`config.mk`:
```
export PLATFORM = sky130hd
export DESIGN_NAME = lane_mark_filter
export DESIGN_NICKNAME = d
export VERILOG_FILES = /design/src/rtl/lmf_pkg.sv /design/src/rtl/lmf_window.sv /design/src/rtl/lmf_resp.sv /design/src/rtl/lmf_thresh.sv /design/src/rtl/lane_mark_filter.sv
export SDC_FILE = /design/constraint.sdc
export NUM_CORES = 1
export LEC_CHECK = 0
export ABC_CLOCK_PERIOD_IN_PS = 6200
export BUFFER_PORTS_ARGS = -buffer_cell sky130_fd_sc_hd__buf_2
export CAP_MARGIN = 40
export CORE_MARGIN = 2
export CORE_UTILIZATION = 40
export CTS_CLUSTER_SIZE = 14
export DETAILED_ROUTE_END_ITERATION = 16
export GPL_TIMING_DRIVEN = 1
export PLACE_DENSITY = 0.53
export SLEW_MARGIN = 40
export SYNTH_ARGS = -nofsm -noshare
export SYNTH_HDL_FRONTEND = slang
export SYNTH_SLANG_ARGS = --single-unit
```
`constraint.sdc`:
```
create_clock -name clk -period 6.2 [get_ports clk]
set_input_delay 0.93 -clock clk [delete_from_list [all_inputs] [get_ports clk]]
set_output_delay 0.93 -clock clk [all_outputs]
set_load 0.03 [all_outputs]
```
`src/rtl/lmf_pkg.sv`:
```
package lmf_pkg;
    typedef enum logic [1:0] {
        ST_IDLE  = 2'd0,
        ST_LINE  = 2'd1,
        ST_FLUSH = 2'd2
    } lmf_state_e;
endpackage

```
`src/rtl/lmf_window.sv`:
```
module lmf_window #(
    parameter int PIX_W = 8,
    parameter int DIST  = 2
) (
    input  logic             clk,
    input  logic             rst_n,
    input  logic             push,
    input  logic [PIX_W-1:0] din,
    output logic [PIX_W-1:0] centre,
    output logic [PIX_W-1:0] left_px
);
    localparam int DEPTH = 2 * DIST;

    logic [PIX_W-1:0] tap [DEPTH];

    generate
        for (genvar g = 0; g < DEPTH; g++) begin : g_tap
            always_ff @(posedge clk or negedge rst_n) begin
                if (!rst_n) begin
                    tap[g] <= '0;
                end else if (push) begin
                    if (g == 0) tap[g] <= din;
                    else        tap[g] <= tap[g-1];
                end
            end
        end
    endgenerate

    assign centre  = tap[DIST-1];
    assign left_px = tap[DEPTH-1];
endmodule

```
`src/rtl/lmf_resp.sv`:
```
module lmf_resp #(
    parameter int PIX_W = 8
) (
    input  logic [PIX_W-1:0] left_px,
    input  logic [PIX_W-1:0] centre,
    input  logic [PIX_W-1:0] right_px,
    input  logic             zero_edge,
    output logic [PIX_W-1:0] resp
);
    logic [PIX_W-1:0] dl;
    logic [PIX_W-1:0] dr;

    always_comb begin
        dl   = centre - left_px;
        dr   = centre - right_px;
        resp = '0;
        if (!zero_edge && (centre > left_px) && (centre > right_px))
            resp = (dl < dr) ? dl : dr;
    end
endmodule

```
`src/rtl/lmf_thresh.sv`:
```
module lmf_thresh #(
    parameter int PIX_W = 8,
    parameter int SH_W  = 3
) (
    input  logic             clk,
    input  logic             rst_n,
    input  logic             emit,
    input  logic             first,
    input  logic [PIX_W-1:0] resp,
    input  logic [PIX_W-1:0] thr,
    input  logic             adapt_en,
    input  logic [SH_W-1:0]  adapt_sh,
    output logic             mark
);
    logic [PIX_W-1:0] run_max;
    logic [PIX_W-1:0] prev_max;
    logic [PIX_W-1:0] frac;
    logic [PIX_W-1:0] eff;

    always_comb begin
        prev_max = first ? '0 : run_max;
        frac     = prev_max >> adapt_sh;
        eff      = thr;
        if (adapt_en && (frac > thr))
            eff = frac;
        mark = resp > eff;
    end

    always_ff @(posedge clk or negedge rst_n) begin
        if (!rst_n)
            run_max <= '0;
        else if (emit)
            run_max <= (resp > prev_max) ? resp : prev_max;
    end

    // the marker never fires at or below the programmed floor
    p_mark_floor_r4: assert property (@(posedge clk) disable iff (!rst_n)
        (emit && mark) |-> (resp > thr));
endmodule

```
`src/rtl/lane_mark_filter.sv`:
```
module lane_mark_filter #(
    parameter int PIX_W = 8,
    parameter int DIST  = 2,
    parameter int SH_W  = 3
) (
    input  logic             clk,
    input  logic             rst_n,
    input  logic             in_valid,
    output logic             in_ready,
    input  logic [PIX_W-1:0] in_pix,
    input  logic             in_sol,
    input  logic             in_eol,
    input  logic [PIX_W-1:0] thr,
    input  logic             adapt_en,
    input  logic [SH_W-1:0]  adapt_sh,
    output logic             out_valid,
    input  logic             out_ready,
    output logic [PIX_W-1:0] out_resp,
    output logic             out_mark,
    output logic             out_sol,
    output logic             out_eol
);
    import lmf_pkg::*;

    localparam int              CW   = $clog2(DIST + 1);
    localparam logic [CW-1:0]   FULL = CW'(DIST);
    localparam logic [CW-1:0]   ONE  = CW'(1);

    lmf_state_e       state, state_n;
    logic [CW-1:0]    pend, pend_n;
    logic [CW-1:0]    ecnt, ecnt_n;
    logic             adv, acc, push, emit_run, emit_fl, emit;
    logic             zero_edge, first;
    logic [PIX_W-1:0] centre, left_px, resp_w;
    logic             mark_w;

    assign adv       = !out_valid || out_ready;
    assign in_ready  = adv && (state != ST_FLUSH);
    assign acc       = in_valid && in_ready;
    assign push      = acc && ((state == ST_LINE) || ((state == ST_IDLE) && in_sol));
    assign emit_run  = acc && (state == ST_LINE) && (pend == FULL);
    assign emit_fl   = (state == ST_FLUSH) && adv;
    assign emit      = emit_run || emit_fl;
    assign zero_edge = emit_fl || (ecnt < FULL);
    assign first     = (ecnt == '0);

    lmf_window #(.PIX_W(PIX_W), .DIST(DIST)) i_window (
        .clk(clk), .rst_n(rst_n), .push(push), .din(in_pix),
        .centre(centre), .left_px(left_px)
    );

    lmf_resp #(.PIX_W(PIX_W)) i_resp (
        .left_px(left_px), .centre(centre), .right_px(in_pix),
        .zero_edge(zero_edge), .resp(resp_w)
    );

    lmf_thresh #(.PIX_W(PIX_W), .SH_W(SH_W)) i_thresh (
        .clk(clk), .rst_n(rst_n), .emit(emit), .first(first),
        .resp(resp_w), .thr(thr), .adapt_en(adapt_en),
        .adapt_sh(adapt_sh), .mark(mark_w)
    );

    always_comb begin
        state_n = state;
        pend_n  = pend;
        ecnt_n  = ecnt;
        unique case (state)
            ST_IDLE: begin
                if (acc && in_sol) begin
                    pend_n  = ONE;
                    ecnt_n  = '0;
                    state_n = in_eol ? ST_FLUSH : ST_LINE;
                end
            end
            ST_LINE: begin
                if (acc) begin
                    if (pend != FULL) pend_n = pend + ONE;
                    if (in_eol)       state_n = ST_FLUSH;
                end
            end
            ST_FLUSH: begin
                if (adv) begin
                    pend_n = pend - ONE;
                    if (pend == ONE) state_n = ST_IDLE;
                end
            end
            default: state_n = ST_IDLE;
        endcase
        if (emit && (ecnt != FULL))
            ecnt_n = ecnt + ONE;
    end

    always_ff @(posedge clk or negedge rst_n) begin
        if (!rst_n) begin
            state <= ST_IDLE;
            pend  <= '0;
            ecnt  <= '0;
        end else begin
            state <= state_n;
            pend  <= pend_n;
            ecnt  <= ecnt_n;
        end
    end

    always_ff @(posedge clk or negedge rst_n) begin
        if (!rst_n) begin
            out_valid <= 1'b0;
            out_resp  <= '0;
            out_mark  <= 1'b0;
            out_sol   <= 1'b0;
            out_eol   <= 1'b0;
        end else if (adv) begin
            out_valid <= emit;
            if (emit) begin
                out_resp <= resp_w;
                out_mark <= mark_w;
                out_sol  <= first;
                out_eol  <= emit_fl && (pend == ONE);
            end
        end
    end

    p_sol_zero_r3: assert property (@(posedge clk) disable iff (!rst_n)
        (out_valid && out_sol) |-> (out_resp == '0));

    p_eol_zero_r3: assert property (@(posedge clk) disable iff (!rst_n)
        (out_valid && out_eol) |-> (out_resp == '0));

    p_mark_nonzero_r4: assert property (@(posedge clk) disable iff (!rst_n)
        (out_valid && out_mark) |-> (out_resp != '0));

    p_hold_r8: assert property (@(posedge clk) disable iff (!rst_n)
        (out_valid && !out_ready) |=> (out_valid && $stable(out_resp) &&
            $stable(out_mark) && $stable(out_sol) && $stable(out_eol)));
endmodule

```
==> results.rst <==
.. list-table::
   :header-rows: 1

   * - Metric
     - Value
   * - Post-DRT Antenna Nets
     - 0
   * - Synthesized netlist cell count
     - 484
   * - Final-report max-slew violation count
     - 0
   * - CTS tree
     - yes
   * - Maximum operating frequency
     - 0.186 GHz
   * - Cell Rows
     - 38
   * - Top Ports
     - 39
   * - Global-route congestion overflow total
     - 0
   * - Outcome
     - completed
   * - Number of inserted filler cells in the final layout
     - 1,074
   * - Crit path required time
     - 6.43 ns
   * - Share of layout cells above drive strength 1
     - 19.4%
   * - Synthesized netlist net count
     - 561
   * - Later-pin clock latency in the skew report
     - 0.35 ns
   * - Time the worst path needs with I/O delays and setup
     - 5.38 ns
   * - Classification of the worst setup path
     - input pin to register
   * - CP startpoint kind
     - input pin
   * - Final Routed Wirelength
     - 10,200 um
   * - Seq. cell area
     - 0.00145 mm2
   * - Most used DFF post-synth
     - sky130_fd_sc_hd__dfrtp_1
   * - Syn-to-layout area delta
     - 13.1%
   * - Clock sink count
     - 58
   * - Final Setup Violations
     - 0
   * - Classification of the worst-slack hold path
     - register to register
   * - CTS max path bufs
     - 2
   * - Worst-margin pin slew
     - 0.749 ns
   * - Total routing resource utilization after global routing
     - 18.6%
   * - Clock edge transition at the registers on the reported setup and hold paths
     - 0.07 ns
   * - Clock skew after layout
     - 0.00944 ns
   * - Setup repair after global routing missed its margin
     - false
   * - Number of hold buffers added after cts
     - 0
   * - Period utilization
     - 86.7%
   * - Number of DRC violations after detailed routing
     - 0
   * - Longest individual stage delay on the worst path
     - 0.40 ns
   * - Critical Path Sink Type
     - register
   * - Headroom to the max-slew limit
     - 48.8%
   * - Final Wtd Congestion
     - 0.849
   * - Count of input and output buffers
     - 38
   * - Yosys warning count
     - 0
   * - Initial Util
     - 41.1%
   * - H-tree lvl count
     - 3
   * - First-iteration detailed-routing DRC count
     - 167
   * - Highest-delay cell along the critical path
     - sky130_fd_sc_hd__fa_1
   * - First-pass GRT wire length
     - 17,200 um
   * - HPWL reported at the end of detailed placement
     - 7900 um
   * - Antenna cell count
     - 0
   * - Antenna violations before repair
     - 0
   * - Fraction of synthesis flops using an asynchronous set or reset pin
     - 100%
   * - Endpoints failing hold
     - 0
   * - Core area
     - 0.0109 mm2
   * - TritonRoute pass-1 iters
     - 4
   * - Post-synth cell types
     - 61
   * - Fraction of the yosys area taken by sequential cells
     - 32.4%
   * - Flops & latches, synth
     - 58
   * - Netlist Area Pre-Place
     - 0.00447 mm2
   * - Pin count of the biggest net entering global routing
     - 59
   * - Resized cells post-CTS
     - 0
   * - Setup tns final
     - 0 ns
   * - Total clock buffers created by CTS
     - 9
   * - Height of the die
     - 110 um
   * - Max capacitance violation total
     - 0
   * - Routed vias
     - 3,593
   * - Endpoint arrival time on the critical path
     - 5.61 ns
   * - DR vias/cell
     - 5.35
   * - Root buffer cell
     - sky130_fd_sc_hd__clkbuf_8
   * - Area occupied by multi-input gates
     - 0.00281 mm2
   * - Most frequent standard cell in the layout excluding fill and tap cells
     - sky130_fd_sc_hd__dfrtp_1
   * - Post-DR wirelength/cell
     - 15.1 um
   * - Number of post-CTS setup repair buffers
     - 0
   * - Full die area
     - 0.0120 mm2
   * - Commonest non-fill, non-tap cells in the layout
     - sky130_fd_sc_hd__dfrtp_1, sky130_fd_sc_hd__ha_1, sky130_fd_sc_hd__inv_1
   * - Number of flops mapped to enable cells by yosys
     - 0
   * - CP max FO
     - 5
   * - Net count reported at finish
     - 605
   * - Syn avg cell area
     - 9.24 um2
   * - Die X
     - 110 um
   * - Number of global-route vias before repair
     - 3,523
## sequential cells by signal (all words and copies together) (netlist names)
register and flops:
i_window.left_px 8, out_mark 1, out_sol 1, i_window.centre 8
out_resp 8, ecnt 2, state 2, i_window.tap 16
out_valid 1, out_eol 1, i_thresh.run_max 8, pend 2
## worst paths after layout
| path | to | cells past startpoint | startpoint | slack (ns) |
|---|---|---|---|---|
| max | i_thresh.run_max[5] | 25 | in_pix[0] | 0.82 |
| min | i_window.left_px[7] | 2 | i_window.tap[15] | 0.48 |
| max reg2reg | i_thresh.run_max[5] | 25 | i_window.centre[0] | 1.00 |
| min reg2reg | i_window.left_px[7] | 2 | i_window.tap[15] | 0.48 |
| max in group asynchronous | out_mark | 2 | rst_n | 5.17 |
| min in group asynchronous | i_window.tap[28] | 2 | rst_n | 0.64 |
## cell usage after synthesis, drive strengths merged, types with 4 or more instances
cell type | n | area share (%)
nor3 | 7 | 0.89
o31ai | 5 | 0.84
xnor2 | 11 | 2.2
nand3 | 8 | 0.89
a32o | 6 | 1.3
nand4 | 8 | 1.1
inv | 45 | 3.8
nand2b | 9 | 1.3
nor2 | 36 | 3.0
clkbuf | 11 | 0.92
ha | 49 | 14
dfrtp | 58 | 32
xor2 | 4 | 0.78
nand2 | 42 | 3.5
a21oi | 27 | 3.0
a211oi | 7 | 1.4
o21ai | 33 | 3.7
a21o | 10 | 1.7
mux2 | 26 | 6.5
a2111oi | 4 | 1.5
nor2b | 8 | 1.1
mux2i | 16 | 3.6
or2 | 5 | 0.70
## metrics by stage
stage / setup WS [ns] / util [%] / instance area, um2 / std cells / hold slack, ns
final: 0.822 / 46.5 / 5060 / 672 / 0.477
after global routing: 0.397 / 46.5 / 5060 / 672 / 0.507
after CTS: 0.825 / 46.5 / 5060 / 672 / 0.479
after detailed placement: 0.476 / 44.6 / 4850 / 657 / 0.466
after global placement: 0.561 / 44.6 / 4850 / 657 / 0.454
after floorplan: 0.726 / - / 4470 / 484 / 0.446
## layout make-up
cell class,count,area share [%]
multi-input cells,368,55.4
flip-flops and latches,58,28.7
repair buffers,46,5.02
well taps,140,3.46
inverters,45,3.34
clock buffers,10,2.52
clock inverters,5,1.58
## worst max-delay path: cells and delay by family
| kind | cells | cell delay, ns |
|---|---|---|
| adder cells (fa/ha/maj) | 4 | 1.09 |
| buffers and inverters | 4 | 0.39 |
| AO/OA/AOI/OAI | 9 | 1.84 |
| multiplexers | 1 | 0.26 |
| AND/OR/NAND/NOR | 6 | 0.94 |
| XOR/XNOR | 1 | 0.17 |
## per-layer routing
layer	vias to the layer above	track usage (%)	wire length, um
met5	-	0	0
met3	10	3.73	336
li1	1842	-	-
met2	58	28.1	4500
met4	0	6.24	153
met1	1683	26.5	5160
## cell families after synthesis
kind of cell | Yosys count | share of synthesized area [%]
simple gates | 134 | 14.3
flops | 58 | 32.4
buf+inv | 58 | 4.92
mux | 43 | 10.6
fa+ha+maj | 51 | 14.6
compound gates | 125 | 20.2
xor+xnor | 15 | 2.94
Power is not shown: default switching activity piles up to over one toggle a cycle in this logic, so the estimate is an artifact.
